===== src/rtl/dlw_pkg.sv =====
package dlw_pkg;
  localparam int unsigned DLW_TAPS_DEFAULT  = 128;
  localparam int unsigned DLW_GROUP_DEFAULT = 16;
  localparam int unsigned DLW_CODE_W        = 12;
endpackage


===== src/rtl/dlw_merge.sv =====
module dlw_merge #(
  parameter int unsigned TAPS = 128
) (
  input  logic                clk,
  input  logic                rst_n,
  input  logic                in_valid,
  input  logic [TAPS-1:0]     chain_a,
  input  logic [TAPS-1:0]     chain_b,
  output logic                valid_q,
  output logic [2*TAPS-1:0]   snap_q
);
  logic [2*TAPS-1:0] snap_d;

  // interleave: even positions from chain a, odd from chain b
  always_comb begin
    for (int i = 0; i < int'(TAPS); i++) begin
      snap_d[2*i]   = chain_a[i];
      snap_d[2*i+1] = chain_b[i];
    end
  end

  always_ff @(posedge clk or negedge rst_n) begin
    if (!rst_n) begin
      valid_q <= 1'b0;
      snap_q  <= '0;
    end else begin
      valid_q <= in_valid;
      if (in_valid) snap_q <= snap_d;
    end
  end
endmodule


===== src/rtl/dlw_popcount.sv =====
module dlw_popcount #(
  parameter int unsigned BITS  = 256,
  parameter int unsigned GROUP = 16,
  localparam int unsigned NG   = BITS / GROUP,
  localparam int unsigned PW   = $clog2(GROUP + 1),
  localparam int unsigned CW   = $clog2(BITS + 1)
) (
  input  logic            clk,
  input  logic            rst_n,
  input  logic            in_valid,
  input  logic [BITS-1:0] bits_in,
  output logic            valid_q,
  output logic [CW-1:0]   count_q
);
  function automatic logic [PW-1:0] count_group(input logic [GROUP-1:0] v);
    logic [PW-1:0] c;
    c = '0;
    for (int j = 0; j < int'(GROUP); j++) c = c + PW'(v[j]);
    return c;
  endfunction

  logic [PW-1:0] part_d [NG];
  logic [PW-1:0] part_q [NG];
  logic          part_valid_q;
  logic [CW-1:0] sum_d;

  for (genvar g = 0; g < int'(NG); g++) begin : g_group
    assign part_d[g] = count_group(bits_in[g*GROUP +: GROUP]);

    always_ff @(posedge clk or negedge rst_n) begin
      if (!rst_n)        part_q[g] <= '0;
      else if (in_valid) part_q[g] <= part_d[g];
    end
  end

  always_comb begin
    sum_d = '0;
    for (int g = 0; g < int'(NG); g++) sum_d = sum_d + CW'(part_q[g]);
  end

  always_ff @(posedge clk or negedge rst_n) begin
    if (!rst_n) begin
      part_valid_q <= 1'b0;
      valid_q      <= 1'b0;
      count_q      <= '0;
    end else begin
      part_valid_q <= in_valid;
      valid_q      <= part_valid_q;
      if (part_valid_q) count_q <= sum_d;
    end
  end
endmodule


===== src/rtl/dlw_lut.sv =====
module dlw_lut #(
  parameter int unsigned AW    = 9,
  parameter int unsigned DEPTH = 257,
  parameter int unsigned DW    = 12
) (
  input  logic          clk,
  input  logic          rst_n,
  input  logic          wr_en,
  input  logic [AW-1:0] wr_addr,
  input  logic [DW-1:0] wr_data,
  input  logic          rd_en,
  input  logic [AW-1:0] rd_addr,
  output logic          rd_valid_q,
  output logic [DW-1:0] rd_data_q
);
  logic [DW-1:0] mem [DEPTH];
  logic          wr_ok;

  assign wr_ok = wr_en && (wr_addr < AW'(DEPTH));

  always_ff @(posedge clk) begin
    if (wr_ok) mem[wr_addr] <= wr_data;
  end

  // registered read; sees the contents from before a same-edge write
  always_ff @(posedge clk or negedge rst_n) begin
    if (!rst_n) begin
      rd_valid_q <= 1'b0;
      rd_data_q  <= '0;
    end else begin
      rd_valid_q <= rd_en;
      if (rd_en) rd_data_q <= mem[rd_addr];
    end
  end
endmodule


===== src/rtl/dl_width_encoder.sv =====
module dl_width_encoder #(
  parameter int unsigned TAPS_PER_CHAIN = dlw_pkg::DLW_TAPS_DEFAULT,
  parameter int unsigned GROUP          = dlw_pkg::DLW_GROUP_DEFAULT,
  parameter int unsigned CODE_W         = dlw_pkg::DLW_CODE_W,
  localparam int unsigned MERGED        = 2 * TAPS_PER_CHAIN,
  localparam int unsigned WIDTH_W       = $clog2(MERGED + 1),
  localparam int unsigned LUT_DEPTH     = MERGED + 1
) (
  input  logic                      clk,
  input  logic                      rst_n,
  input  logic                      snap_valid,
  input  logic [TAPS_PER_CHAIN-1:0] chain_a,
  input  logic [TAPS_PER_CHAIN-1:0] chain_b,
  input  logic                      lut_we,
  input  logic [WIDTH_W-1:0]        lut_addr,
  input  logic [CODE_W-1:0]         lut_wdata,
  output logic                      code_valid,
  output logic [CODE_W-1:0]         code
);
  logic               merged_valid;
  logic [MERGED-1:0]  merged_snap;
  logic               width_valid;
  logic [WIDTH_W-1:0] width_q;

  dlw_merge #(.TAPS(TAPS_PER_CHAIN)) u_merge (
    .clk      (clk),
    .rst_n    (rst_n),
    .in_valid (snap_valid),
    .chain_a  (chain_a),
    .chain_b  (chain_b),
    .valid_q  (merged_valid),
    .snap_q   (merged_snap)
  );

  dlw_popcount #(.BITS(MERGED), .GROUP(GROUP)) u_count (
    .clk      (clk),
    .rst_n    (rst_n),
    .in_valid (merged_valid),
    .bits_in  (merged_snap),
    .valid_q  (width_valid),
    .count_q  (width_q)
  );

  dlw_lut #(.AW(WIDTH_W), .DEPTH(LUT_DEPTH), .DW(CODE_W)) u_lut (
    .clk        (clk),
    .rst_n      (rst_n),
    .wr_en      (lut_we),
    .wr_addr    (lut_addr),
    .wr_data    (lut_wdata),
    .rd_en      (width_valid),
    .rd_addr    (width_q),
    .rd_valid_q (code_valid),
    .rd_data_q  (code)
  );
endmodule


===== config.mk =====
export PLATFORM = sky130hd
export DESIGN_NAME = dl_width_encoder
export DESIGN_NICKNAME = d
export VERILOG_FILES = /design/src/rtl/dlw_pkg.sv /design/src/rtl/dlw_merge.sv /design/src/rtl/dlw_popcount.sv /design/src/rtl/dlw_lut.sv /design/src/rtl/dl_width_encoder.sv
export SDC_FILE = /design/constraint.sdc
export NUM_CORES = 2
export LEC_CHECK = 0
export BUFFER_PORTS_ARGS = -buffer_cell sky130_fd_sc_hd__buf_4
export CAP_MARGIN = 20
export CORE_MARGIN = 5
export CORE_UTILIZATION = 35
export DETAILED_ROUTE_END_ITERATION = 8
export GPL_ROUTABILITY_DRIVEN = 0
export PLACE_DENSITY = 0.56
export SLEW_MARGIN = 10
export SYNTH_ARGS = -nofsm -noshare
export SYNTH_HDL_FRONTEND = slang
export SYNTH_SLANG_ARGS = --single-unit

===== constraint.sdc =====
create_clock -name clk -period 13.1 [get_ports clk]
set_input_delay 2.62 -clock clk [delete_from_list [all_inputs] [get_ports clk]]
set_output_delay 2.62 -clock clk [all_outputs]
set_load 0.02 [all_outputs]

==> metrics.cfg <==
[timing]
finalSetupTns_ps = 0
period_share = 0.4641
fmax_mhz = 164.5
period_minus_slack_ps = 6079
worst_clock_skew_ps = 78.63
slew_violations = 0
relSlewSlack = 0.1007
worst_slew_pin_slew_ps = 1349
rsz0062_at_grt = no
hold_violations = 0
fin_ws_ps = 7021
finalSetupViolCount = 0

[critical_path]
critPathLaunchType = register
rr_worst_depth = 21
worstSetupPathType = register to register
crit_start = u_count.part_q[70]
cp.required_ps = 13890
arrival_ps = 6870
worst-path-max-fanout = 2
r2r_end = u_count.count_q[8]
ff2ff_setup_slack_ps = 7020
rr_startpoint = u_count.part_q[70]
critPathCaptureType = register

[cts]
postCtsHoldBufs = 0
cts_tree = done
cts.repair.resized = 0
clkTransAtPathRegs_ps = 60
h-tree-depth = 5
clockBufferDepth = 4
cts-root-buf = clkbuf_16
clock_latency_ps = 960
numCtsBuffers = 361
cts_sinks = 3445
post_cts_buffers = 0

[grt]
met2_usage = 0.2954
antenna_found_initial = 22
grt_pass1_vias = 72350
grt_max_degree = 177
grt_pass1_wl_mm = 546.3
track_usage = 0.1807
busiest_layer = met2
grt_util_met3 = 0.02770
grt.overflow.total = 0
gr-usage-met1 = 0.2513

[routing]
detail_route.wl_per_cell_um = 28.58
drt_first_pass_iters = 6
drcViolationCount = 0
wl_mm = 382.9
vias_per_cell = 5.305
drtIter0Drc = 7500
vias = 71090
antenna_left = 0

[finish]
fill_cells = 35350
drive_gt1_frac = 0.2484
synthToLayoutAreaGrowth_pct = 14.95
fin_nets = 8436
regArea_um2 = 101700
multi_input_area_um2 = 34730

[placed_design]
pre_cts_ws_ps = 6597
dp_hpwl_mm = 239.3
portBuffers = 293

[logic_synthesis]
synthFlopType = edfxtp_1
synth_cells = 7249
async_reset_ff_frac = 0.1048
synthDistinctLibCells = 66
yosysWarnings = 0
syn-num-nets = 7855
syn_area_per_cell_um2 = 19.32
synth_seq_area_share = 0.7259
synth_edf_count = 3084
synth_seq_cells = 3445
syn_area_um2 = 140000

[job]
drv_cap = 0

[floorplan]
die_x_um = 642.5
die_h_um = 642.5
core-area_um2 = 398800
start_util = 0.3511
dieArea_um2 = 412800
io_pins = 294
rows = 232

[pwr]
cellLeakagePower_nw = 54.31
ir_drop_uv = 1753
power_density_nw_per_um2 = 243.9
p_total_w = 0.03926

[worst_hold_path]
min_from = u_merge.snap_q[177]
whs_path_depth = 1
min_to = u_merge.snap_q[177]
hold_path.class = register to register

[outcome]
status = completed

-- kinds of logic (layout without fill, tap and decap cells) --
kind of cell | Yosys count | in the layout | share of synthesized area
other | 0 | 9 | 0
buffers and inverters | 783 | 1659 | 0.02723
and+or+nand+nor | 767 | 767 | 0.02313
muxes | 1134 | 1134 | 0.1455
DFF | 3445 | 3445 | 0.7259
xor gates and xnor gates | 40 | 40 | 0.002502
adders and majority gates | 325 | 325 | 0.04099
AOI/OAI and AO/OA | 755 | 755 | 0.03478
-- per-layer routing --
metal	part of all wire	routed length [um]
met2	0.49	186000
met5	0.00016	62
met4	0.031	12060
met3	0.069	26480
met1	0.41	158300
-- how the worst max path moves through the flow --
stage                    endpoint  slack, ps  cells after the start
2_1_floorplan  u_count.count_q[8]       7350                     21
3_3_place_gp     u_lut.mem[53][0]       6190                      5
3_5_place_dp     u_lut.mem[11][6]       6600                      5
4_1_cts        u_count.count_q[8]       6980                     21
5_1_grt        u_count.count_q[8]       6840                     21
6_report       u_count.count_q[8]       7020                     21
-- per-stage QoR --
| stage | area [um2] | util | instances | hold slack (ps) |
|---|---|---|---|---|
| global route | 160900 | 0.4035 | 13390 | 519.3 |
| CTS | 160100 | 0.4014 | 13290 | 515.3 |
| floorplan | 140000 | - | 7249 | 351.9 |
| detailed placement | 148600 | 0.3725 | 12640 | 502.8 |
| finish | 161000 | 0.4036 | 13400 | 508.4 |
| global placement | 148400 | 0.3721 | 12620 | 493.4 |
-- Yosys cell counts (7+ instances only) --
cell type	number	area, um2
mux2i_1	262	2623
buf_2	84	420.4
nor4_1	15	93.84
nor3_1	30	150.1
a21oi_1	134	670.6
inv_1	402	1509
nand2_1	285	1070
ha_1	102	1276
edfxtp_1	3084	92610
nand3_1	28	140.1
buf_8	11	165.2
nand4_1	7	43.79
a31oi_1	7	43.79
o221ai_1	52	455.4
mux4_2	703	15830
clkbuf_1	177	664.4
o21ai_0	209	1046
xnor2_1	37	324.1
a2111oi_0	9	78.83
o211ai_1	25	187.7
dfrtp_1	361	9034
o22ai_1	70	437.9
nor2_1	322	1209
nand2b_1	13	81.33
buf_6	46	518.0
o32ai_1	7	61.31
mux2_2	166	1869
buf_1	23	86.33
and2_1	20	125.1
a211oi_1	53	397.9
a21o_1	30	225.2
o21ai_1	11	55.05
buf_12	12	240.2
and3_1	9	56.30
a221oi_1	35	306.5
buf_4	28	210.2
fa_1	223	4464
a22oi_1	81	608.1
nor2b_1	14	87.58
-- sequential cells by signal (all words and copies together) (netlist names) --
register	count
u_lut.mem	3084
u_lut.rd_data_q	12
u_count.valid_q	1
u_merge.valid_q	1
u_count.part_valid_q	1
u_count.part_q	80
u_count.count_q	9
u_merge.snap_q	256
u_lut.rd_valid_q	1
-- power breakdown --
group	internal (W)	total, W	switching [W]
registers	0.0123	0.0126	0.000275
clock network	0.00576	0.0100	0.00429
logic	0.00732	0.0166	0.00933
total	0.0254	0.0393	0.0139
-- final cells by class --
cell class / count / area share
inverters: 402 / 0.009413
clock inverters: 212 / 0.01174
flip-flops and latches: 3445 / 0.6316
multi-input cells: 3021 / 0.2158
well taps: 5265 / 0.04092
repair buffers: 599 / 0.03066
clock buffers: 446 / 0.05978
diodes: 9 / 0.0001399
-- cells in the final DEF (no fill, tap or decap), drive strengths merged, types with 53 or more instances in the layout --
| cell type | instances |
|---|---|
| a211oi | 53 |
| a21oi | 134 |
| a22oi | 81 |
| buf | 597 |
| clkbuf | 448 |
| clkinv | 153 |
| dfrtp | 361 |
| edfxtp | 3084 |
| fa | 223 |
| ha | 102 |
| inv | 418 |
| mux2 | 168 |
| mux2i | 262 |
| mux4 | 704 |
| nand2 | 285 |
| nor2 | 322 |
| o21ai | 220 |
| o221ai | 56 |
| o22ai | 70 |
-- worst max-delay path: stages, from the launching register on --
cell and delay (ps):
dfrtp_1 390, ha_1 230, fa_1 410, xor2_1 170
fa_1 490, inv_1 50, fa_1 480, inv_1 50
fa_1 460, fa_1 490, inv_1 60, fa_1 480
inv_1 50, fa_1 450, ha_1 230, fa_1 460
a21o_1 180, a21oi_1 240, o21bai_1 100, a21oi_1 170
xnor2_1 80, mux2_2 260
(Power assumes the default switching activity.)
